$ cat config.mk
export PLATFORM = sky130hd
export DESIGN_NAME = uart_ctl_bank
export DESIGN_NICKNAME = d
export VERILOG_FILES = /design/src/rtl/uart_bank_pkg.sv /design/src/rtl/uart_err_detect.sv /design/src/rtl/uart_sticky_flag.sv /design/src/rtl/uart_ctl_bank.sv
export SDC_FILE = /design/constraint.sdc
export NUM_CORES = 1
export LEC_CHECK = 0
export ABC_CLOCK_PERIOD_IN_PS = 980
export BUFFER_PORTS_ARGS = -buffer_cell sky130_fd_sc_hd__buf_2
export CAP_MARGIN = 20
export CORE_MARGIN = 1.5
export CORE_UTILIZATION = 40
export DETAILED_ROUTE_END_ITERATION = 16
export PLACE_DENSITY = 0.85
export SLEW_MARGIN = 20
export SYNTH_ARGS = -nofsm -noshare
export SYNTH_HDL_FRONTEND = slang
export SYNTH_SLANG_ARGS = --single-unit
$ cat constraint.sdc
create_clock -name clk -period 0.98 [get_ports clk]
set_input_delay 0.098 -clock clk [delete_from_list [all_inputs] [get_ports clk]]
set_output_delay 0.098 -clock clk [all_outputs]
set_load 0.01 [all_outputs]
$ cat src/rtl/uart_bank_pkg.sv
// Package: shared widths and flag index positions for the banked control register.
// Assumes the shared field sits directly above the plain low bits.
package uart_bank_pkg;
    localparam int REG_W   = 8;
    localparam int SHR_W   = 3;
    localparam int LOW_W   = REG_W - SHR_W;
    // flag indices inside the shared field (index 2 maps to the top register bit)
    localparam int IDX_COL = 0;
    localparam int IDX_OVR = 1;
    localparam int IDX_FE  = 2;
    typedef logic [SHR_W-1:0] shr_t;
endpackage

$ cat src/rtl/uart_err_detect.sv
// Module: turns transmitter and receiver strobes into one-cycle set requests
// for the three error flags. It also keeps the unread-byte tracker.
// Assumes the strobes are single-cycle and synchronous to clk.
module uart_err_detect
    import uart_bank_pkg::*;
(
    input  logic clk,
    input  logic rst_n,
    input  logic mode_nz,
    input  logic txbuf_wr,
    input  logic tx_busy,
    input  logic rx_latch,
    input  logic rx_stop,
    input  logic rxbuf_rd,
    output shr_t set_req
);
    logic unread_q;

    // unread tracker: a latch sets it, a read alone clears it
    always_ff @(posedge clk) begin
        if (!rst_n)        unread_q <= 1'b0;
        else if (rx_latch) unread_q <= 1'b1;
        else if (rxbuf_rd) unread_q <= 1'b0;
    end

    // set requests; receive-side detectors are gated off in serial mode 0
    always_comb begin
        set_req          = '0;
        set_req[IDX_COL] = txbuf_wr && tx_busy;
        set_req[IDX_OVR] = mode_nz && rx_latch && unread_q && !rxbuf_rd;
        set_req[IDX_FE]  = mode_nz && rx_latch && !rx_stop;
    end

    assert_latch_marks_unread_R11: assert property (@(posedge clk) disable iff (!rst_n)
        rx_latch |=> unread_q);
    assert_read_clears_unread_R11: assert property (@(posedge clk) disable iff (!rst_n)
        (rxbuf_rd && !rx_latch) |=> !unread_q);
endmodule

$ cat src/rtl/uart_sticky_flag.sv
// Module: one sticky error flag. A set request wins over a clear request in the same cycle.
// Assumes set and clr are evaluated in the same clock domain.
module uart_sticky_flag (
    input  logic clk,
    input  logic rst_n,
    input  logic set,
    input  logic clr,
    output logic q
);
    // hold the flag; a set has priority over a clear
    always_ff @(posedge clk) begin
        if (!rst_n)   q <= 1'b0;
        else if (set) q <= 1'b1;
        else if (clr) q <= 1'b0;
    end

    assert_set_wins_R10: assert property (@(posedge clk) disable iff (!rst_n)
        set |=> q);
    assert_flag_sticky_R8: assert property (@(posedge clk) disable iff (!rst_n)
        (q && !clr) |=> q);
endmodule

$ cat src/rtl/uart_ctl_bank.sv
// Module: control register of the serial port. Bits 7:5 are banked between the
// mode field and the error flags, and status_view selects the bank. Bits 4:0 are plain storage.
// Assumes status_view is stable around each ctl_wr.
module uart_ctl_bank
    import uart_bank_pkg::*;
(
    input  logic             clk,
    input  logic             rst_n,
    input  logic             ctl_wr,
    input  logic [REG_W-1:0] ctl_wdata,
    output logic [REG_W-1:0] ctl_rdata,
    input  logic             status_view,
    input  logic             txbuf_wr,
    input  logic             tx_busy,
    input  logic             rx_latch,
    input  logic             rx_stop,
    input  logic             rxbuf_rd,
    output logic [SHR_W-1:0] mode_o,
    output logic [LOW_W-1:0] ctl_low_o
);
    shr_t             mode_q;
    shr_t             flag_q;
    shr_t             set_req;
    shr_t             clr_req;
    logic [LOW_W-1:0] low_q;
    logic             mode_nz;

    // serial mode number is {mode bit 0, mode bit 1}; non-zero enables receive checks
    always_comb mode_nz = mode_q[SHR_W-1] | mode_q[SHR_W-2];

    // mode field: written only through the mode view
    always_ff @(posedge clk) begin
        if (!rst_n)                      mode_q <= '0;
        else if (ctl_wr && !status_view) mode_q <= ctl_wdata[REG_W-1 -: SHR_W];
    end

    // plain low bits: written on every register write
    always_ff @(posedge clk) begin
        if (!rst_n)      low_q <= '0;
        else if (ctl_wr) low_q <= ctl_wdata[LOW_W-1:0];
    end

    uart_err_detect u_detect (
        .clk      (clk),
        .rst_n    (rst_n),
        .mode_nz  (mode_nz),
        .txbuf_wr (txbuf_wr),
        .tx_busy  (tx_busy),
        .rx_latch (rx_latch),
        .rx_stop  (rx_stop),
        .rxbuf_rd (rxbuf_rd),
        .set_req  (set_req)
    );

    // clear requests: a write of 0 through the status view
    always_comb clr_req = (ctl_wr && status_view) ? ~ctl_wdata[REG_W-1 -: SHR_W] : '0;

    for (genvar i = 0; i < SHR_W; i++) begin : g_flag
        uart_sticky_flag u_flag (
            .clk   (clk),
            .rst_n (rst_n),
            .set   (set_req[i]),
            .clr   (clr_req[i]),
            .q     (flag_q[i])
        );
    end

    // read mux: the view select picks the bank for the shared positions
    always_comb ctl_rdata = {(status_view ? flag_q : mode_q), low_q};

    assign mode_o    = mode_q;
    assign ctl_low_o = low_q;

    assert_mode_hold_idle_R9: assert property (@(posedge clk) disable iff (!rst_n)
        !ctl_wr |=> $stable(mode_q));
    assert_mode_hold_status_R9: assert property (@(posedge clk) disable iff (!rst_n)
        (ctl_wr && status_view) |=> $stable(mode_q));
    assert_no_rx_err_mode0_R6: assert property (@(posedge clk) disable iff (!rst_n)
        (!mode_nz && !flag_q[IDX_OVR] && !(ctl_wr && !status_view)) |=> !flag_q[IDX_OVR]);
    assert_collision_flag_R5: assert property (@(posedge clk) disable iff (!rst_n)
        (txbuf_wr && tx_busy) |=> flag_q[IDX_COL]);
endmodule

After elaboration in Yosys (flattened, before gate mapping)
Cells that the tools add are included.

cells by class
  add/subtract/negate cells = 0
  $mul = 0
  div/mod/pow operators = 0
  order comparisons = 0
  eq/ne operators = 0
  shift operators = 0
  multiplexer cells = 10
  bitwise logic cells = 2
  reduce and logical (&&, ||, !) cells = 14

operators with widths
  operator            count
  1-bit two-way mux   8
  2-bit nonzero test  4
  1-bit logical AND   7
  3-bit two-way mux   2
  1-bit logical NOT   3
  3-bit NOT           1
  1-bit bitwise OR    1

word-level totals
  bits in registers = 12
  bits in latches = 0
  RAM bits = 0
  memory bits (read-only) = 0
  input port bits = 17
  output and inout port bits = 16
  memories kept = 0

Logic depth before layout (Yosys ltp)
Gate-level depths: netlist of the first run.

  depth after elaboration = 5
  mapped depth = 4

Hierarchy
Synthesis of the first run repeated with hierarchy kept, for this count alone.

unflattened totals
  cells, all modules = 59
  area total of the unflattened synthesis = 609.3 um2

by module, submodules not included
  module            times used  cells an instance  area each (um2)  seq. area each (um2)
  uart_ctl_bank     1           43                 416.6            160.2
  uart_sticky_flag  3           3                  41.3             20.0
  uart_err_detect   1           7                  68.8             20.0

Worst setup path after synthesis of the first run
Ideal clock, no wire load.

  path kind = register to register
  start = reg mode_q[1] (netlist: mode_o[1])
  end = reg g_flag[2].u_flag.q
  setup time = 76 ps
  data arrival time = 876 ps
  required time = 904 ps
  slack = 29 ps
  cell stages (with the launch flop) = 4
  period minus slack after synthesis = 951 ps
  cell sequence = dfxtp_1 o21ai_0 or2_2 a21boi_0

on the way
  word-level cells in the longest chain between the ends = 4
  elaborated cells between the ends (all ways) = 5
  those cells by class = mux (1); bitwise (1); reduce/logical (3)

RTL lines
  what                                                     RTL line                text
  from (decl)                                              uart_ctl_bank.sv:21     shr_t mode_q;
  from (signal assigned)                                   uart_ctl_bank.sv:34     else if (ctl_wr && !status_view) mode_q <= ctl_wdata[REG_W-1 -: SHR_W];
  1-bit bitwise OR *                                       uart_ctl_bank.sv:29     always_comb mode_nz = mode_q[SHR_W-1] | mode_q[SHR_W-2];
  1-bit logical AND * (2 in series)                        uart_err_detect.sv:31   set_req[IDX_FE] = mode_nz && rx_latch && !rx_stop;
  1-bit two-way mux or 2-bit nonzero test (tied branches)  n/a
  to (signal assigned)                                     uart_sticky_flag.sv:12  if (!rst_n) q <= 1'b0;
  to (signal assigned)                                     uart_sticky_flag.sv:13  else if (set) q <= 1'b1;
  to (signal assigned)                                     uart_sticky_flag.sv:14  else if (clr) q <= 1'b0;
  to (decl)                                                uart_sticky_flag.sv:8   output logic q

Every way passes the cells marked *; elsewhere a longest branch is shown, timed or not.
A chain may end at the register's enable or synchronous reset.

Final worst setup path of the first run
  start = reg mode_q[0] (netlist: mode_o[0])
  end = out ctl_rdata[5]

on the way
  word-level cells in the longest chain between the ends = 1

RTL lines
  what               RTL line             text
  3-bit two-way mux  uart_ctl_bank.sv:69  always_comb ctl_rdata = {(status_view ? flag_q : mode_q), low_q};
  to (decl)          uart_ctl_bank.sv:11  output logic [REG_W-1:0] ctl_rdata,

Every way passes these cells.

==> reports/metrics.yaml, run 1 <==
setup_path:
  cp.required_ps: 880
  cp-start-kind: "flip-flop"
  worstPathCellList: "mux2_4 > buf_6"
  endpoint_kind: "primary output"
  cp_num_buf_inv: 1
  cp.arrival_ps: 980
  max_stage_delay_ps: 320
  rr_startpoint: "mode_o[1]"
  critPathKind: "flip-flop to primary output"
  cp_max_fo: 2
  rr_worst_depth: 4
  reg2reg_slack_ps: 0
  crit_slowest_cell: "dfxtp_2"
  critical_path.top_delay_family: "flip-flops"
  r2r_end: "g_flag[2].u_flag.q"
pwr:
  power.internal_uw: 847.6
  powerDensity_nw_per_um2: 1416
  clockPowerShare: 0.344
  vdd_drop_max_mv: 0.7585
  power_frac_seq: 0.480
  combPwrFrac: 0.176
  power.leakage_nw: 0.3950
  p_sw_frac: 0.2296
  p_switching_uw: 252.6
job:
  maxCapViolCount: 0
drt:
  post_drt_wl_per_cell_um: 11.53
  wirelength_um: 1153
  dr.pass1.iters: 3
  drtIter0Drc: 3
  ant_nets: 0
  drc: 0
  num_vias: 463
  viasPerCell: 4.630
sta:
  worstMarginPinSlew_ps: 172.6
  drv_slew: 0
  grt_setup_unrepaired: "yes"
  max_clock_freq_mhz: 931.9
  min_period_ps: 1073
  setup_violations: 3
  max-slew-margin-rel: 0.8837
  hold_viol: 0
  setup_tns_ps: -270.5
  layout_setup_ws_ps: -93.05
  skew_ps: 1.460
  whs_ps: 72.86
  layout_worst_path_cycle_share: 1.095
placement:
  gp_congestion: 0.6324
  dpl.hpwl_um: 817.3
  port_buffers: 32
  place_area_um2: 678.2
clock_tree:
  clock_sinks: 12
  cts_root_buf: "clkbuf_4"
  ctsHoldBuffers: 0
  cts.clk_slew.worst_paths_ps: 70
  h-tree-depth: 1
  numCtsBuffers: 3
  clockBufferDepth: 2
  cts_tree: "done"
  clkLatencyLatePin_ps: 260
synthesis:
  syn_avg_cell_area_um2: 10.47
  syn_nets: 69
  ys_ff_latch: 12
  synth-seq-area-share: 0.4414
  yosysWarnings: 0
  syn-cell-area_um2: 544.3
  synth_cells: 52
  yosysUniqueCellTypes: 14
min_path:
  holdCritStartpoint: "rx_latch"
  worstHoldEndpoint: "u_detect.unread_q"
  hold_depth: 2
  worstHoldPathType: "input pin to flip-flop"
layout:
  final_core_util: 0.6047
  post-route-cell-area_um2: 777.0
  fin_nets: 103
  layout_commonest_cell: "buf_2"
  nFillCells: 115
  multi_input_area_um2: 266.5
  seqCellArea_um2: 246.5
  final_cell_mix: "buf_2 (29), nor2b_1 (9), mux2i_1 (8)"
  syn_to_final_growth_pct: 42.76
  num_antenna_cells: 0
  drive_gt1_frac: 0.6000
grt:
  grt_max_degree: 14
  grt_pass1_vias: 410
  grt_use_total: 0.1585
  antenna_found_initial: 0
  gr-total-overflow: 0
  grt_pass1_wl_um: 1656
floorplanning:
  die_w_um: 39.89
  die_y_um: 39.89
  ios: 33
  coreArea_um2: 1285
  fp-row-count: 13
  dieArea_um2: 1591
  start_util: 0.4236
run_status:
  violations: "setup timing"
  status: "finished with violations"
==> registers in the layout, indices dropped and copies added (netlist names) <==
name               flops
g_flag.u_flag.q        3
mode_o                 3
u_detect.unread_q      1
ctl_low_o              5
==> what timing repair did <==
action	CTS	global route
endpoints found under the setup margin	3	4
setup buffers	3	0
gates resized for setup	13	1
pin swaps	0	1
==> kinds of logic after synthesis <==
family	after synthesis	share of synthesized area
muxes	11	0.2092
AOI/OAI and AO/OA	8	0.09196
buffers and inverters	7	0.09655
and+or+nand+nor	14	0.1609
DFF	12	0.4414
==> area by class of cell <==
type / count / area share
multi-input cells: 33 / 0.3430
flip-flops and latches: 12 / 0.3172
repair buffers: 36 / 0.2689
clock buffers: 4 / 0.04670
well taps: 15 / 0.02415
==> metrics by stage <==
| step | instances | power, mW | setup WS (ps) |
|---|---|---|---|
| finish | 100 | 1.100 | -93.05 |
| global route | 100 | 1.162 | -124.1 |
| CTS | 100 | 1.115 | -100.5 |
| detailed placement | 93 | 0.7064 | 18.27 |
| global placement | 93 | 0.7006 | 78.87 |
| floorplan | 52 | 0.6422 | 28.69 |
==> how the worst max path moves through the flow <==
stage	cells past startpoint	endpoint	from	slack, ps
global route	2	ctl_rdata[6]	mode_o[1]	-120
detailed placement	3	g_flag[2].u_flag.q	mode_o[1]	20
floorplan	3	g_flag[2].u_flag.q	mode_o[1]	30
finish	2	ctl_rdata[5]	mode_o[0]	-90
global placement	3	g_flag[2].u_flag.q	mode_o[1]	80
CTS	2	ctl_rdata[6]	mode_o[1]	-100
==> power by group through the flow <==
| stage | Sequential (mW) | Combinational (mW) | Clock, mW |
|---|---|---|---|
| after floorplan | 0.547 | 0.0956 | 0 |
| after global placement | 0.536 | 0.164 | 0 |
| after detailed placement | 0.539 | 0.168 | 0 |
| after CTS | 0.528 | 0.193 | 0.394 |
| after global routing | 0.532 | 0.213 | 0.417 |
| final | 0.528 | 0.193 | 0.379 |
==> cell usage after synthesis <==
| library cell | instances | area share |
|---|---|---|
| mux2i_1 | 8 | 0.15 |
| o21ai_0 | 4 | 0.037 |
| nand2_1 | 3 | 0.021 |
| o21a_1 | 1 | 0.014 |
| o211ai_1 | 1 | 0.014 |
| mux2_2 | 3 | 0.062 |
| dfxtp_1 | 12 | 0.44 |
| or2_2 | 1 | 0.012 |
| nor2b_1 | 9 | 0.10 |
| a21boi_0 | 2 | 0.028 |
| clkbuf_1 | 1 | 0.0069 |
| buf_6 | 1 | 0.021 |
| buf_4 | 5 | 0.069 |
| nor2b_4 | 1 | 0.025 |
==> layer usage <==
layer / vias to the layer above / wire length (µm) / GRT usage
li1: 236 / - / -
met1: 200 / 489 / 0.1952
met2: 25 / 575 / 0.2540
met3: 2 / 82 / 0.03409
met4: 0 / 6 / 0.07759
met5: - / 0 / 0
==> worst reg2reg max path, cell delays in order, from the launching register on <==
cell and delay, ps:
dfxtp_2 330, buf_4 120, o21ai_2 60, or2_2 270
a21boi_1 130
No activity file was read; power rests on OpenSTA's default activity.
==> run 2: changes to the inputs <==
--- a/config.mk
+++ b/config.mk
@@ -11,7 +11,7 @@
 export CORE_MARGIN = 1.5
 export CORE_UTILIZATION = 40
 export DETAILED_ROUTE_END_ITERATION = 16
-export PLACE_DENSITY = 0.85
+export PLACE_DENSITY = 0.82
 export SLEW_MARGIN = 20
 export SYNTH_ARGS = -nofsm -noshare
 export SYNTH_HDL_FRONTEND = slang
==> reports/metrics.yaml, run 2 (synthesized netlist as in run 1, its figures left out) <==
drt:
  viasPerCell: 4.740  # +2.4%
  num_vias: 474  # +2.4%
  drtIter0Drc: 4  # +1
  wirelength_um: 1133  # -1.7%
  dr.pass1.iters: 4  # +1
  drc: 0  # unchanged
  post_drt_wl_per_cell_um: 11.33  # -1.7%
  ant_nets: 0  # unchanged
clock_tree:
  cts_root_buf: "clkbuf_4"
  cts_tree: "done"
  ctsHoldBuffers: 0  # unchanged
  numCtsBuffers: 3  # unchanged
  clkLatencyLatePin_ps: 270  # about the same
  clock_sinks: 12  # unchanged
  cts.clk_slew.worst_paths_ps: 70  # about the same
  h-tree-depth: 1  # unchanged
  clockBufferDepth: 2  # unchanged
sta:
  drv_slew: 0  # unchanged
  hold_viol: 0  # unchanged
  grt_setup_unrepaired: "yes"
  min_period_ps: 1086  # +12.54 ps
  layout_setup_ws_ps: -105.6  # -12.54 ps
  max_clock_freq_mhz: 921.2  # -1.2%
  setup_tns_ps: -304.5  # -34.06 ps
  worstMarginPinSlew_ps: 259.6  # +87.04 ps
  skew_ps: 2.979  # +1.520 ps
  layout_worst_path_cycle_share: 1.108  # +0.01280
  setup_violations: 3  # unchanged
  max-slew-margin-rel: 0.8251  # -0.05864
min_path:
  worstHoldPathType: "input pin to flip-flop"
layout:
  fin_nets: 103  # unchanged
  num_antenna_cells: 0  # unchanged
  final_cell_mix: "buf_2 (27), nor2b_1 (9), mux2i_1 (8), dfxtp_1 (8), buf_6 (5)"
  syn_to_final_growth_pct: 44.60
  seqCellArea_um2: 245.2  # -0.51%
  nFillCells: 119  # +3.5%
  multi_input_area_um2: 265.3  # -0.47%
  largest_reg_flops: 5  # unchanged
  layoutNonFillerInstCount: 100  # unchanged
  layout_commonest_cell: "buf_2"
  drive_gt1_frac: 0.5882  # -0.01176
pwr:
  power.leakage_nw: 0.3944  # -0.14%
  powerDensity_nw_per_um2: 1419  # +0.23%
  vdd_drop_max_mv: 1.211  # +60%
floorplanning:
  ios: 33  # unchanged
  start_util: 0.4236  # unchanged
  dieArea_um2: 1591  # unchanged
  fp-row-count: 13  # unchanged
  coreArea_um2: 1285  # unchanged
  die_y_um: 39.89  # unchanged
  die_w_um: 39.89  # unchanged
setup_path:
  cp.arrival_ps: 990  # about the same
  cp_max_fo: 3  # +1
  cp.required_ps: 880  # about the same
  crit_slowest_cell: "dfxtp_2"
  max_stage_delay_ps: 330  # about the same
  critPathKind: "flip-flop to primary output"
  cp-start-kind: "flip-flop"
  endpoint_kind: "primary output"
  worstPathCellList: "mux2_4 > buf_6"
grt:
  antenna_found_initial: 0  # unchanged
  grt_max_degree: 14  # unchanged
  grt_pass1_vias: 409  # -0.24%
  grt_pass1_wl_um: 1649  # -0.42%
  grt_use_total: 0.1645  # +0.006062
  gr-total-overflow: 0  # unchanged
run_status:
  violations: "setup timing"
  status: "finished with violations"
job:
  maxCapViolCount: 0  # unchanged
placement:
  dpl.cell_count: 93  # unchanged
  gp_congestion: 0.6484  # +2.5%
  dpl.hpwl_um: 804.9  # -1.5%
  port_buffers: 32  # unchanged
==> run 2: final timing paths <==
path	startpoint	end	slack [ps]	cells past startpoint
min reg2reg	g_flag[0].u_flag.q	g_flag[0].u_flag.q	490	2
min	rx_latch	u_detect.unread_q	50	2
max	mode_o[1]	ctl_rdata[6]	-110	2
max reg2reg	mode_o[1]	g_flag[2].u_flag.q	50	4
==> run 2: stage by stage <==
stage / total power [mW] / setup WS [ps] / util / area [µm²] / hold WS (ps)
2_1_floorplan: 0.6422 / 28.69 / - / 544.3 / 221.9
3_3_place_gp: 0.7009 / 84.95 / 0.5278 / 678.2 / 328.8
3_5_place_dp: 0.7062 / 7.887 / 0.5278 / 678.2 / 333.3
4_1_cts: 1.124 / -111.0 / 0.5949 / 764.5 / 46.18
5_1_grt: 1.171 / -133.0 / 0.6125 / 787.0 / 57.02
6_report: 1.117 / -105.6 / 0.6125 / 787.0 / 54.70
==> run 2: metal layers <==
layer / share of wire / vias to the layer above / track usage
met5: 0 / - / 0
met4: 0 / 0 / 0.07759
met3: 0.099 / 0 / 0.09091
met2: 0.48 / 28 / 0.2500
met1: 0.42 / 211 / 0.1821
li1: - / 235 / -
==> run 2: power breakdown <==
part	internal (mW)	total, mW	switching (mW)
combinational	0.111	0.197	0.0855
clock	0.226	0.393	0.167
sequential	0.514	0.527	0.0131
==> run 2: repair_timing <==
item | in CTS | in global routing
hold endpoints to repair | 0 | 0
pin swaps | 1 | 1
resized for setup | 10 | 5
buffers inserted | 3 | 0
setup endpoints to repair | 4 | 6
==> run 2: final cells by class <==
class | count | area share
Sequential cell | 12 | 0.3116
Multi-Input combinational cell | 33 | 0.3370
Clock buffer | 4 | 0.04610
Timing Repair Buffer | 36 | 0.2814
Tap cell | 15 | 0.02385
==> run 2: worst max-delay path: cells and delay by family (launching register included) <==
| family | cells | cell delay (ps) |
|---|---|---|
| buffers and inverters | 1 | 120 |
| DFF | 1 | 330 |
| muxes | 1 | 270 |
==> run 3: changes to the inputs <==
--- a/config.mk
+++ b/config.mk
@@ -9,10 +9,11 @@
 export BUFFER_PORTS_ARGS = -buffer_cell sky130_fd_sc_hd__buf_2
 export CAP_MARGIN = 20
 export CORE_MARGIN = 1.5
-export CORE_UTILIZATION = 40
+export CORE_UTILIZATION = 42
 export DETAILED_ROUTE_END_ITERATION = 16
-export PLACE_DENSITY = 0.82
-export SLEW_MARGIN = 20
+export GPL_ROUTABILITY_DRIVEN = 0
+export PLACE_DENSITY = 0.83
 export SYNTH_ARGS = -nofsm -noshare
 export SYNTH_HDL_FRONTEND = slang
+export SYNTH_HIERARCHICAL = 1
 export SYNTH_SLANG_ARGS = --single-unit
==> reports/metrics.yaml, run 3 <==
synthesis:
  synth-main-ff-cell: "dfxtp_1"
  synth_area_leaders: "dfxtp_1 (39%), nor2b_4 (14%), mux2i_1 (13%)"
  synthAdderAreaFrac: 0  # unchanged
  syn-cell-area_um2: 609.3  # +12%
  synth_top_family_by_area: "simple AND/OR/NAND/NOR gates"
  syn_nets: 76  # +10%
  synth_mux_area_frac: 0.1869  # -0.02234
  synth_top_area_cell: "dfxtp_1"
  yosysUniqueCellTypes: 13  # -1
  synth_compound_area_frac: 0.04928  # -0.04267
  ys_ff_latch: 12  # unchanged
  synth_cells: 59  # +13%
  synth-seq-area-share: 0.3943  # -0.04713
  yosysWarnings: 6  # +6
  async_reset_ff_frac: 0  # unchanged
  synth_most_common_cell: "dfxtp_1"
  synth_enable_flop_cells: 0  # unchanged
  synth_top_cell_area_share: 0.3943  # -0.04713
  synthSimpleGateAreaFrac: 0.2813  # +0.1204
  synth_xor_area_frac: 0  # unchanged
  synthTopCellsByCount: "dfxtp_1 (12), mux2i_1 (8), nand2_1 (8), nor2b_4 (6)"
  syn_avg_cell_area_um2: 10.33  # -1.3%
floorplanning:
  start_util: 0.4568  # +0.03328
  fp-row-count: 13  # unchanged
  dieArea_um2: 1688  # +6.1%
  die_w_um: 41.09  # +3.0%
  ios: 33  # unchanged
  die_y_um: 41.09  # +3.0%
  coreArea_um2: 1334  # +3.8%
min_path:
  worstHoldPathType: "input pin to flip-flop"
  hold_depth: 3  # +1
setup_path:
  endpoint_kind: "primary output"
  cp_num_buf_inv: 1  # unchanged
  max_stage_delay_ps: 330  # about the same
  cp.required_ps: 880  # about the same
  critPathKind: "flip-flop to primary output"
  critical_path.top_delay_family: "flip-flops"
  cp_max_fo: 3  # unchanged
  cp.arrival_ps: 1000  # about the same
  crit_cells: 2  # unchanged
  crit_slowest_cell: "dfxtp_2"
  rr_worst_depth: 4  # unchanged
  worstPathCellList: "mux2_4 > buf_6"
  cp-start-kind: "flip-flop"
layout:
  num_antenna_cells: 0  # unchanged
  final_cell_mix: "buf_2 (29), dfxtp_1 (9), mux2i_1 (8)"
  final_core_util: 0.6191  # +0.006674
  fin_nets: 108  # +4.9%
  largest_reg_flops: 5  # unchanged
  syn_to_final_growth_pct: 35.52
  nFillCells: 120  # +0.84%
  post-route-cell-area_um2: 825.8  # +4.9%
  layout_commonest_cell: "buf_2"
  drive_gt1_frac: 0.5778  # -0.01046
run_status:
  status: "finished with violations"
  violations: "setup timing"
sta:
  skew_ps: 3.747  # +0.7675 ps
  min_period_ps: 1099  # +13.66 ps
  max_clock_freq_mhz: 909.7  # -1.2%
  hold_viol: 0  # unchanged
  layout_worst_path_cycle_share: 1.122  # +0.01394
  layout_setup_ws_ps: -119.3  # -13.66 ps
  max-slew-margin-rel: 0.8410  # +0.01588
  drv_slew: 0  # unchanged
  worstMarginPinSlew_ps: 238.6  # -21.07 ps
  grt_setup_unrepaired: "yes"
  setup_violations: 3  # unchanged
clock_tree:
  clockBufferDepth: 2  # unchanged
  clkLatencyLatePin_ps: 270  # about the same
  clock_sinks: 12  # unchanged
  cts.clk_slew.worst_paths_ps: 80  # about the same
  cts_root_buf: "clkbuf_4"
  numCtsBuffers: 3  # unchanged
  h-tree-depth: 1  # unchanged
  cts_tree: "done"
placement:
  dp_slack_ps: 12.59  # +4.698 ps
  place_area_um2: 748.2  # +10%
  dpl.hpwl_um: 949.3  # +18%
  port_buffers: 32  # unchanged
drt:
  drtIter0Drc: 1  # -3
  post_drt_wl_per_cell_um: 12.03  # +6.2%
  viasPerCell: 4.838  # +2.1%
  drc: 0  # unchanged
  num_vias: 508  # +7.2%
  dr.pass1.iters: 3  # -1
  ant_nets: 0  # unchanged
  wirelength_um: 1263  # +11%
grt:
  antenna_found_initial: 0  # unchanged
  grt_use_total: 0.1609  # -0.003618
  gr-total-overflow: 0  # unchanged
  grt_pass1_wl_um: 1704  # +3.3%
  grt_max_degree: 16  # +2
  grt_pass1_vias: 408  # -0.24%
pwr:
  power_mw: 1.138  # +1.9%
  vdd_drop_max_mv: 0.8275  # -32%
  powerDensity_nw_per_um2: 1378  # -2.9%
  power.leakage_nw: 0.4233  # +7.3%
job:
  maxCapViolCount: 0  # unchanged
[run 3: cell count changes after synthesis, sizes merged]
| cell | before | now |
|---|---|---|
| nand2 | 3 | 8 |
| nor2 | 0 | 4 |
| o21ai | 4 | 0 |
| o21a | 1 | 4 |
| a21boi | 2 | 0 |
| and2 | 0 | 1 |
| buf | 6 | 7 |
| clkbuf | 1 | 0 |
| nor2b | 10 | 11 |
| o211ai | 1 | 0 |
[run 3: kinds of logic after synthesis]
family / after synthesis
multiplexers: 11
AO/OA/AOI/OAI: 4
flip-flops: 12
buffers and inverters: 7
AND/OR/NAND/NOR: 25
[run 3: path summary, 6_finish.rpt]
| path | start | end | slack, ps |
|---|---|---|---|
| max | mode_o[2] | ctl_rdata[7] | -120 |
| min | ctl_wdata[7] | mode_o[2] | 80 |
| max reg2reg | mode_o[2] | g_flag[1].u_flag/q | 20 |
| min reg2reg | mode_o[0] | mode_o[0] | 490 |
[run 3: timing repair]
| action | in CTS | in global routing |
|---|---|---|
| buffers inserted | 1 | 0 |
| hold buffers | 0 | 0 |
| endpoints found under the hold margin | 0 | 0 |
| endpoints found under the setup margin | 4 | 5 |
| gates resized for setup | 7 | 1 |
| pin swaps | 0 | 1 |
[run 3: worst reg2reg max path, delay by kind of cell (launching register included)]
kind / cells / cell delay (ps)
compound gates: 1 / 170
simple gates: 3 / 360
flops: 1 / 330
[run 3: metrics by stage]
stage | hold WS [ps] | std cells | TNS, ps
after global routing | 70.02 | 105 | -452.4
after CTS | 69.37 | 105 | -356.0
after detailed placement | 359.4 | 100 | 0
after global placement | 338.8 | 100 | 0
final | 79.79 | 105 | -345.7
after floorplan | 215.5 | 59 | 0
[run 3: where the power goes]
part | total, mW | switching [mW] | internal [mW] | leakage [nW]
logic | 0.214 | 0.0968 | 0.117 | 0.302
clock network | 0.393 | 0.168 | 0.226 | 0.0210
registers | 0.531 | 0.0160 | 0.515 | 0.0999
total | 1.14 | 0.281 | 0.857 | 0.423
[run 3: cell type report]
cell class | count | area [µm²] | area share
clock buffer | 4 | 36.28 | 0.04394
multi-input combinational | 40 | 332.8 | 0.4030
sequential | 12 | 244.0 | 0.2955
tap | 15 | 18.77 | 0.02273
timing repair buffer | 34 | 193.9 | 0.2348
[run 3: routing by layer]
metal | track usage | vias up | part of all wire
met5 | 0 | - | 0
met4 | 0.06452 | 0 | 0.0079
met3 | 0.05978 | 2 | 0.085
met2 | 0.2813 | 29 | 0.47
met1 | 0.1726 | 230 | 0.43
li1 | - | 247 | -
